File: config.mk
export PLATFORM = sky130hd
export DESIGN_NAME = mc_ctrl_fsm
export DESIGN_NICKNAME = d
export VERILOG_FILES = /design/src/rtl/mcf_pkg.sv /design/src/rtl/mcf_next.sv /design/src/rtl/mcf_decode.sv /design/src/rtl/mc_ctrl_fsm.sv
export SDC_FILE = /design/constraint.sdc
export NUM_CORES = 1
export LEC_CHECK = 0
export BUFFER_PORTS_ARGS = -buffer_cell sky130_fd_sc_hd__buf_2
export CORE_AREA = 3 3 40 42
export CTS_CLUSTER_DIAMETER = 40
export CTS_CLUSTER_SIZE = 8
export DETAILED_ROUTE_END_ITERATION = 6
export DIE_AREA = 0 0 43 45
export GPL_ROUTABILITY_DRIVEN = 0
export HOLD_SLACK_MARGIN = 0.1
export PLACE_DENSITY = 0.58
export SETUP_SLACK_MARGIN = 0.1
export SLEW_MARGIN = 0
export SYNTH_ARGS = -nofsm -noshare
export SYNTH_HDL_FRONTEND = slang
export SYNTH_SLANG_ARGS = --single-unit
File: constraint.sdc
create_clock -name clk -period 2.2 [get_ports clk]
set_clock_uncertainty 0.2 [all_clocks]
set_input_delay 0.33 -clock clk [delete_from_list [all_inputs] [get_ports clk]]
set_output_delay 0.33 -clock clk [all_outputs]
set_load 0.01 [all_outputs]
File: src/rtl/mcf_pkg.sv
package mcf_pkg;

  typedef enum logic [3:0] {
    ST_FETCH  = 4'd0,
    ST_DECODE = 4'd1,
    ST_ADDR   = 4'd2,
    ST_MRD    = 4'd3,
    ST_MWB    = 4'd4,
    ST_MWR    = 4'd5,
    ST_EXEC   = 4'd6,
    ST_RWB    = 4'd7,
    ST_BR     = 4'd8,
    ST_JMP    = 4'd9
  } mcf_state_e;

  localparam logic [1:0] BSEL_REG    = 2'b00;
  localparam logic [1:0] BSEL_FOUR   = 2'b01;
  localparam logic [1:0] BSEL_IMM    = 2'b10;
  localparam logic [1:0] BSEL_IMM_SH = 2'b11;

  localparam logic [1:0] MODE_ADD  = 2'b00;
  localparam logic [1:0] MODE_SUB  = 2'b01;
  localparam logic [1:0] MODE_FUNC = 2'b10;

  localparam logic [1:0] PCSEL_ALU    = 2'b00;
  localparam logic [1:0] PCSEL_TARGET = 2'b01;
  localparam logic [1:0] PCSEL_JUMP   = 2'b10;

  typedef struct packed {
    logic       pc_load;
    logic       pc_load_if_zero;
    logic       addr_from_alu;
    logic       mem_rd;
    logic       mem_wr;
    logic       wb_from_mem;
    logic       ir_load;
    logic       rf_wr;
    logic       rf_dst_rd;
    logic       alu_a_reg;
    logic [1:0] alu_b_sel;
    logic [1:0] alu_mode;
    logic [1:0] pc_next_sel;
  } mcf_ctrl_t;

endpackage

File: src/rtl/mcf_next.sv
module mcf_next
  import mcf_pkg::*;
#(
  parameter int              OPC_W    = 6,
  parameter logic [OPC_W-1:0] OP_ALU  = 6'b000000,
  parameter logic [OPC_W-1:0] OP_JUMP = 6'b000010,
  parameter logic [OPC_W-1:0] OP_BEQ  = 6'b000100,
  parameter logic [OPC_W-1:0] OP_LOAD = 6'b100011,
  parameter logic [OPC_W-1:0] OP_STORE = 6'b101011
) (
  input  mcf_state_e       cur,
  input  logic [OPC_W-1:0] opcode,
  output mcf_state_e       nxt
);

  logic is_load, is_store, is_alu, is_beq, is_jump;

  always_comb begin
    is_load  = (opcode == OP_LOAD);
    is_store = (opcode == OP_STORE);
    is_alu   = (opcode == OP_ALU);
    is_beq   = (opcode == OP_BEQ);
    is_jump  = (opcode == OP_JUMP);
  end

  always_comb begin
    nxt = ST_FETCH;
    unique case (cur)
      ST_FETCH:  nxt = ST_DECODE;
      ST_DECODE: begin
        if (is_load || is_store) nxt = ST_ADDR;
        else if (is_alu)         nxt = ST_EXEC;
        else if (is_beq)         nxt = ST_BR;
        else if (is_jump)        nxt = ST_JMP;
        else                     nxt = ST_FETCH;
      end
      ST_ADDR: begin
        if (is_load)       nxt = ST_MRD;
        else if (is_store) nxt = ST_MWR;
        else               nxt = ST_FETCH;
      end
      ST_MRD:  nxt = ST_MWB;
      ST_EXEC: nxt = ST_RWB;
      ST_MWB, ST_MWR, ST_RWB, ST_BR, ST_JMP: nxt = ST_FETCH;
      default: nxt = ST_FETCH;
    endcase
  end

endmodule

File: src/rtl/mcf_decode.sv
module mcf_decode
  import mcf_pkg::*;
(
  input  mcf_state_e cur,
  output mcf_ctrl_t  ctrl
);

  always_comb begin
    ctrl = '0;
    unique case (cur)
      ST_FETCH: begin
        ctrl.mem_rd      = 1'b1;
        ctrl.ir_load     = 1'b1;
        ctrl.pc_load     = 1'b1;
        ctrl.alu_b_sel   = BSEL_FOUR;
        ctrl.alu_mode    = MODE_ADD;
        ctrl.pc_next_sel = PCSEL_ALU;
      end
      ST_DECODE: begin
        ctrl.alu_b_sel = BSEL_IMM_SH;
        ctrl.alu_mode  = MODE_ADD;
      end
      ST_ADDR: begin
        ctrl.alu_a_reg = 1'b1;
        ctrl.alu_b_sel = BSEL_IMM;
        ctrl.alu_mode  = MODE_ADD;
      end
      ST_MRD: begin
        ctrl.mem_rd        = 1'b1;
        ctrl.addr_from_alu = 1'b1;
      end
      ST_MWB: begin
        ctrl.rf_wr       = 1'b1;
        ctrl.wb_from_mem = 1'b1;
      end
      ST_MWR: begin
        ctrl.mem_wr        = 1'b1;
        ctrl.addr_from_alu = 1'b1;
      end
      ST_EXEC: begin
        ctrl.alu_a_reg = 1'b1;
        ctrl.alu_b_sel = BSEL_REG;
        ctrl.alu_mode  = MODE_FUNC;
      end
      ST_RWB: begin
        ctrl.rf_wr     = 1'b1;
        ctrl.rf_dst_rd = 1'b1;
      end
      ST_BR: begin
        ctrl.alu_a_reg       = 1'b1;
        ctrl.alu_b_sel       = BSEL_REG;
        ctrl.alu_mode        = MODE_SUB;
        ctrl.pc_load_if_zero = 1'b1;
        ctrl.pc_next_sel     = PCSEL_TARGET;
      end
      ST_JMP: begin
        ctrl.pc_load     = 1'b1;
        ctrl.pc_next_sel = PCSEL_JUMP;
      end
      default: ctrl = '0;
    endcase
  end

endmodule

File: src/rtl/mc_ctrl_fsm.sv
module mc_ctrl_fsm
  import mcf_pkg::*;
#(
  parameter int               OPC_W    = 6,
  parameter logic [OPC_W-1:0] OP_ALU   = 6'b000000,
  parameter logic [OPC_W-1:0] OP_JUMP  = 6'b000010,
  parameter logic [OPC_W-1:0] OP_BEQ   = 6'b000100,
  parameter logic [OPC_W-1:0] OP_LOAD  = 6'b100011,
  parameter logic [OPC_W-1:0] OP_STORE = 6'b101011
) (
  input  logic             clk,
  input  logic             rst,
  input  logic [OPC_W-1:0] opcode,
  output logic             pc_load,
  output logic             pc_load_if_zero,
  output logic             addr_from_alu,
  output logic             mem_rd,
  output logic             mem_wr,
  output logic             wb_from_mem,
  output logic             ir_load,
  output logic             rf_wr,
  output logic             rf_dst_rd,
  output logic             alu_a_reg,
  output logic [1:0]       alu_b_sel,
  output logic [1:0]       alu_mode,
  output logic [1:0]       pc_next_sel
);

  mcf_state_e state_q, state_d;
  mcf_ctrl_t  ctrl;

  mcf_next #(
    .OPC_W(OPC_W), .OP_ALU(OP_ALU), .OP_JUMP(OP_JUMP),
    .OP_BEQ(OP_BEQ), .OP_LOAD(OP_LOAD), .OP_STORE(OP_STORE)
  ) u_next (
    .cur    (state_q),
    .opcode (opcode),
    .nxt    (state_d)
  );

  always_ff @(posedge clk) begin
    if (rst) state_q <= ST_FETCH;
    else     state_q <= state_d;
  end

  mcf_decode u_decode (
    .cur  (state_q),
    .ctrl (ctrl)
  );

  always_comb begin
    pc_load         = ctrl.pc_load;
    pc_load_if_zero = ctrl.pc_load_if_zero;
    addr_from_alu   = ctrl.addr_from_alu;
    mem_rd          = ctrl.mem_rd;
    mem_wr          = ctrl.mem_wr;
    wb_from_mem     = ctrl.wb_from_mem;
    ir_load         = ctrl.ir_load;
    rf_wr           = ctrl.rf_wr;
    rf_dst_rd       = ctrl.rf_dst_rd;
    alu_a_reg       = ctrl.alu_a_reg;
    alu_b_sel       = ctrl.alu_b_sel;
    alu_mode        = ctrl.alu_mode;
    pc_next_sel     = ctrl.pc_next_sel;
  end

  assert_reset_to_fetch_R1: assert property (@(posedge clk)
    rst |=> (ir_load && pc_load));

  assert_fetch_then_decode_R2: assert property (@(posedge clk) disable iff (rst)
    (state_q == ST_FETCH) |=> (state_q == ST_DECODE));

  assert_decode_alu_dispatch_R3: assert property (@(posedge clk) disable iff (rst)
    (state_q == ST_DECODE && opcode == OP_ALU) |=> (alu_mode == MODE_FUNC));

  assert_memrd_then_wb_R5: assert property (@(posedge clk) disable iff (rst)
    (mem_rd && addr_from_alu) |=> (rf_wr && wb_from_mem));

  assert_exec_ignores_opcode_R11: assert property (@(posedge clk) disable iff (rst)
    (state_q == ST_EXEC) |=> (rf_wr && rf_dst_rd));

  assert_last_step_returns_R7: assert property (@(posedge clk) disable iff (rst)
    (state_q inside {ST_MWB, ST_MWR, ST_RWB, ST_BR, ST_JMP}) |=> ir_load);

  assert_mem_exclusive_R12: assert property (@(posedge clk) disable iff (rst)
    !(mem_rd && mem_wr));

  assert_pc_exclusive_R12: assert property (@(posedge clk) disable iff (rst)
    !(pc_load && pc_load_if_zero));

endmodule

## Word level (Yosys, flattened, before mapping)

Cells that the tools add are included.

- Bits of input ports: 8
- Flip-flop bits (word level): 4
- Logic and storage cells: 41
- Output and inout bits: 16

- Mux-type cells: 19
- Equality and inequality tests: 13
- Reductions and logical operators: 8

Operators by type and width:

| operator | number |
|---|---|
| one-hot mux 4 bit (5 select lines) | 2 |
| 2-to-1 mux 4 bit | 5 |
| equality test 4 x 3 -> 1 bit (second input constant) | 4 |
| equality test 6 bit (second input constant) | 2 |
| 2-to-1 mux 1 bit | 10 |
| equality test 4 x 2 -> 1 bit (second input constant) | 2 |
| equality test 4 bit (second input constant) | 2 |
| OR reduction 2 bit | 4 |
| equality test 6 x 2 -> 1 bit (second input constant) | 1 |
| equality test 6 x 3 -> 1 bit (second input constant) | 1 |
| logical NOT 6 bit | 1 |
| equality test 4 x 1 -> 1 bit (second input constant) | 1 |
| logical NOT 4 bit | 1 |
| one-hot mux 2 bit (2 select lines) | 1 |
| 2-to-1 mux 3 bit | 1 |
| OR reduction 3 bit | 1 |
| logical OR 1 bit | 1 |

## Depth between registers and ports, before layout

- Depth in word-level cells: 6
- Gate-level depth with buffers: 5
- Gate-level depth less buffers: 4

## Modules after synthesis

Synthesis repeated with hierarchy kept, for this count alone.

- Cells, all modules: 58
- Area total of the unflattened synthesis: 486.7 um^2

By module, submodules not included:

| module | cells an instance | sequential area each (um^2) | instances | area each (um^2) |
|---|---|---|---|---|
| mcf_decode | 25 | 0.0 | 1 | 211.5 |
| mcf_next | 25 | 0.0 | 1 | 170.2 |
| mc_ctrl_fsm | 8 | 80.1 | 1 | 105.1 |

## Least setup slack after synthesis

OpenSTA, ideal clock, no wires.

- Path type: input to register
- From: input port opcode[5]
- To: register state_q[0]
- Setup time: 58 ps
- Data arrival time: 1544 ps
- Setup slack: 397 ps
- Path buffers: 0
- Stages on the path: 4
- Data required time: 1942 ps
- Path through: or4_4 or4_4 nor3b_2 o21a_1

- Longest elaborated chain between the ends: 6
- Elaborated cells between the ends (all ways): 13
- Classes of those cells: eq/ne: 4; mux: 7; reduce/logical: 2

RTL lines:

| element | line | text |
|---|---|---|
| from (decl) | mc_ctrl_fsm.sv:13 | `input logic [OPC_W-1:0] opcode,` |
| equality test 6 x 2 -> 1 bit | mcf_next.sv:23 | `is_jump = (opcode == OP_JUMP);` |
| 2-to-1 mux 4 bit | mcf_next.sv:34 | `else if (is_jump) nxt = ST_JMP;` |
| 2-to-1 mux 4 bit | mcf_next.sv:33 | `else if (is_beq) nxt = ST_BR;` |
| 2-to-1 mux 4 bit | mcf_next.sv:32 | `else if (is_alu) nxt = ST_EXEC;` |
| 2-to-1 mux 4 bit | mcf_next.sv:31 | `if (is_load \|\| is_store) nxt = ST_ADDR;` |
| one-hot mux 4 bit (5 select lines) (*) | mcf_next.sv:28 | `unique case (cur)` |
| to (signal assigned) | mc_ctrl_fsm.sv:43 | `else state_q <= state_d;` |
| to (decl) | mc_ctrl_fsm.sv:29 | `mcf_state_e state_q, state_d;` |

Mark *: on every way between the ends. The rest lies on a longest branch, timed or not.
A chain may end at the register's enable or synchronous reset.

## Final worst setup path

- From: register state_q[0]
- To: output port alu_b_sel[1]

- Longest elaborated chain between the ends: 2
- Elaborated cells between the ends (all ways): 6
- Classes of those cells: eq/ne: 4; mux: 1; reduce/logical: 1

RTL lines:

| element | line | text |
|---|---|---|
| equality test 4 bit (tied with other cells) | mcf_decode.sv:10 | `unique case (cur)` |
| one-hot mux 4 bit (5 select lines) (*) | mcf_decode.sv:10 |  |
| to (decl) | mc_ctrl_fsm.sv:24 | `output logic [1:0] alu_b_sel,` |

Marks and branches as above.

==> summary.md <==
| Metric | Value |
|---|---|
| CTS Root Cell | clkbuf_4 |
| Clock power share | 0.404 |
| RSZ-0062 raised after global routing | false |
| Worst-skew pair later-pin latency | 0.23 ns |
| Avg WL per Cell | 11.27 um |
| Achievable Freq | 518.4 MHz |
| First-pass GRT wire length | 1.683 mm |
| CP startpoint | state_q[0]$_SDFF_PP0_ |
| Wirelength, routed | 1.059 mm |
| CTS Buffer Depth | 2 |
| Area of the mapped netlist | 426.7 um^2 |
| Sw frac | 0.2601 |
| Syn avg cell area | 7.485 um^2 |
| Initial antenna violation count | 0 |
| Fin. Hold Viols | 0 |
| Hold-fix buffers, CTS | 0 |
| Ys async rst share | 0 |
| Register area share after synthesis | 0.1877 |
| Minimum clock period | 1.929 ns |
| TNS Setup | 0 ns |
| RR Endpoint | state_q[0]$_SDFF_PP0_ |
| Initial core utilization | 0.3320 |
| Width of the die | 43 um |
| Grt ovf | 0 |
| Worst hold path type | input pin to flip-flop |
| Number of global-route vias before repair | 411 |
| H-tree depth | 1 |
| Fin nets | 89 |
| Slew Limit Fails | 0 |
| Die Height | 45 um |
| CP Launch Type | flip-flop |
| Flops & latches, synth | 4 |
| Syn nets | 65 |
| Synth Flop Type | dfxtp_1 |
| WP data required | 1.67 ns |
| Worst-Margin Slew | 0.3872 ns |
| R2R Setup Slk | 0.40 ns |
| CTS Buf Count | 3 |
| Top cells by count, synth | nor3_1, nor2_1, nand2_1 |
| Synthesis-to-finish area growth | 29.33% |
| # clock sinks | 4 |
| Leakage dissipation | 0.2875 nW |
| First-pass DRT Iterations | 2 |
| Hold Crit Depth | 2 |
| Flop pwr share | 0.353 |
| Status | complete, no violations |
| Synthesis Warnings | 0 |
| Largest registers | state_q: 4 flops |
| Crit path kind | flip-flop to output port |
| Die area | 1935 um^2 |
| Setup bufs post-CTS | 0 |
| Final Hold Slack | 0.1146 ns |
| CORE AREA | 1285 um^2 |
| Max Cap Viol | 0 |
| Reg2reg start | state_q[1]$_SDFF_PP0_ |
| Power per cell area | 392.8 nW/um^2 |
| Fill count | 142 |
| Total GRT Usage | 0.1142 |
| Fin crit share | 0.8768 |
| Top post-synthesis cells by area | dfxtp_1, nor3_1, nor2_1, a211oi_1, buf_6 |
| IO Pins | 24 |
| Slew margin rel. | 0.7352 |
| Routed Antenna Nets | 0 |
| Number of diodes | 0 |
| PostCTS Resize Cnt | 0 |
| Synth unique cells | 28 |
| Hold wc startpoint | rst |
| CTS clk-pin slew, worst paths | 0.04 ns |
| Sw power | 0.00005639 W |
| Post-Syn Instances | 57 |
| Comb power frac | 0.243 |
| EDFF count, synth | 0 |
| Largest net degree at the start of global routing | 16 |
| Final HPWL from detailed placement | 816.7 um |
| Cells on worst reg2reg path | 4 |
| Max reg flops | 4 |
| Share of layout cells above drive strength 1 | 0.4810 |
| Top cell type by total area after synthesis | dfxtp_1 |
| Crit end category | output port |
| IO Port Bufs | 23 |
| CP Max Fanout | 11 |
| Rows | 13 |
| Crit path DAT | 1.40 ns |
| DR DRC count | 0 |
| Most common cell in the netlist | nor3_1 |
| Top cell type's share of synthesized area | 0.1877 |
| Vias | 489 |
| 1st-iter DRT viols | 3 |
| TritonCTS clock tree | done |
| Power Internal | 0.0001604 W |
| WHS Endpoint | state_q[3]$_SDFF_PP0_ |
| Vias per Instance | 5.202 |
| VDD IR max | 0.3648 mV |
| Largest Register | state_q |
| Final setup viols | 0 |
cell families after synthesis:
kind of cell    count (synthesis)  share of synthesized area
simple gates                   32                     0.4487
xor+xnor                        1                    0.02053
flops                           4                     0.1877
buf+inv                         7                     0.1144
compound gates                 13                     0.2288
power by group through the flow:
stage | registers [W] | clock network (W) | logic [W]
6_report | 0.0000764 | 0.0000876 | 0.0000527
5_1_grt | 0.0000765 | 0.000100 | 0.0000580
4_1_cts | 0.0000764 | 0.0000924 | 0.0000529
3_5_place_dp | 0.0000775 | 0 | 0.0000529
3_3_place_gp | 0.0000774 | 0 | 0.0000529
2_1_floorplan | 0.0000768 | 0 | 0.0000325
layout by cell type, fill, tap and decap left out, types with 2 or more instances in the layout:
cell	synthesis	final
o211a_1	2	2
nor3_1	8	8
or2b_2	2	2
and2b_2	2	2
nand2_1	5	5
dfxtp_2	0	2
clkbuf_4	0	3
a211oi_1	3	3
buf_2	0	23
nor2_1	7	7
dfxtp_1	4	2
or4_4	2	2
inv_1	2	2
worst max-delay path by stage:
stage,to,slack [ns],cells past startpoint
2_1_floorplan,state_q[0]$_SDFF_PP0_,0.40,4
3_3_place_gp,state_q[0]$_SDFF_PP0_,0.24,5
3_5_place_dp,state_q[0]$_SDFF_PP0_,0.22,5
4_1_cts,pc_load,0.14,4
5_1_grt,alu_b_sel[1],0.19,3
6_report,alu_b_sel[1],0.27,4
per-layer routing:
metal  track usage  vias up  wire [um]
met3       0.04781        0        113
met1        0.1546      210        506
met5             0        -          0
met4       0.01807        0          0
met2        0.1737       23        439
li1              -      256          -
layout make-up:
cell class | instances | area [um^2] | area share
Clock buffer | 3 | 22.52 | 0.04082
Inverter | 2 | 7.507 | 0.01361
Multi-Input combinational cell | 46 | 297.8 | 0.5397
Sequential cell | 4 | 82.58 | 0.1497
Tap cell | 15 | 18.77 | 0.03401
Timing Repair Buffer | 24 | 122.6 | 0.2222
worst max-delay path: stages (launching register included):
cell      delay, ns
dfxtp_1        0.30
buf_4          0.16
or2b_2         0.34
a211oi_1       0.20
buf_2          0.16
per-stage QoR:
step	instance area, um^2	setup WS [ns]	total power [W]	std cells	util
2_1_floorplan	426.7	0.3973	0.0001094	57	-
3_3_place_gp	526.8	0.2398	0.0001303	91	0.4099
3_5_place_dp	526.8	0.2240	0.0001304	91	0.4099
4_1_cts	549.3	0.1350	0.0002218	94	0.4275
5_1_grt	551.8	0.1864	0.0002348	94	0.4294
6_report	551.8	0.2711	0.0002168	94	0.4294
No activity file was read; power rests on OpenSTA's default activity.
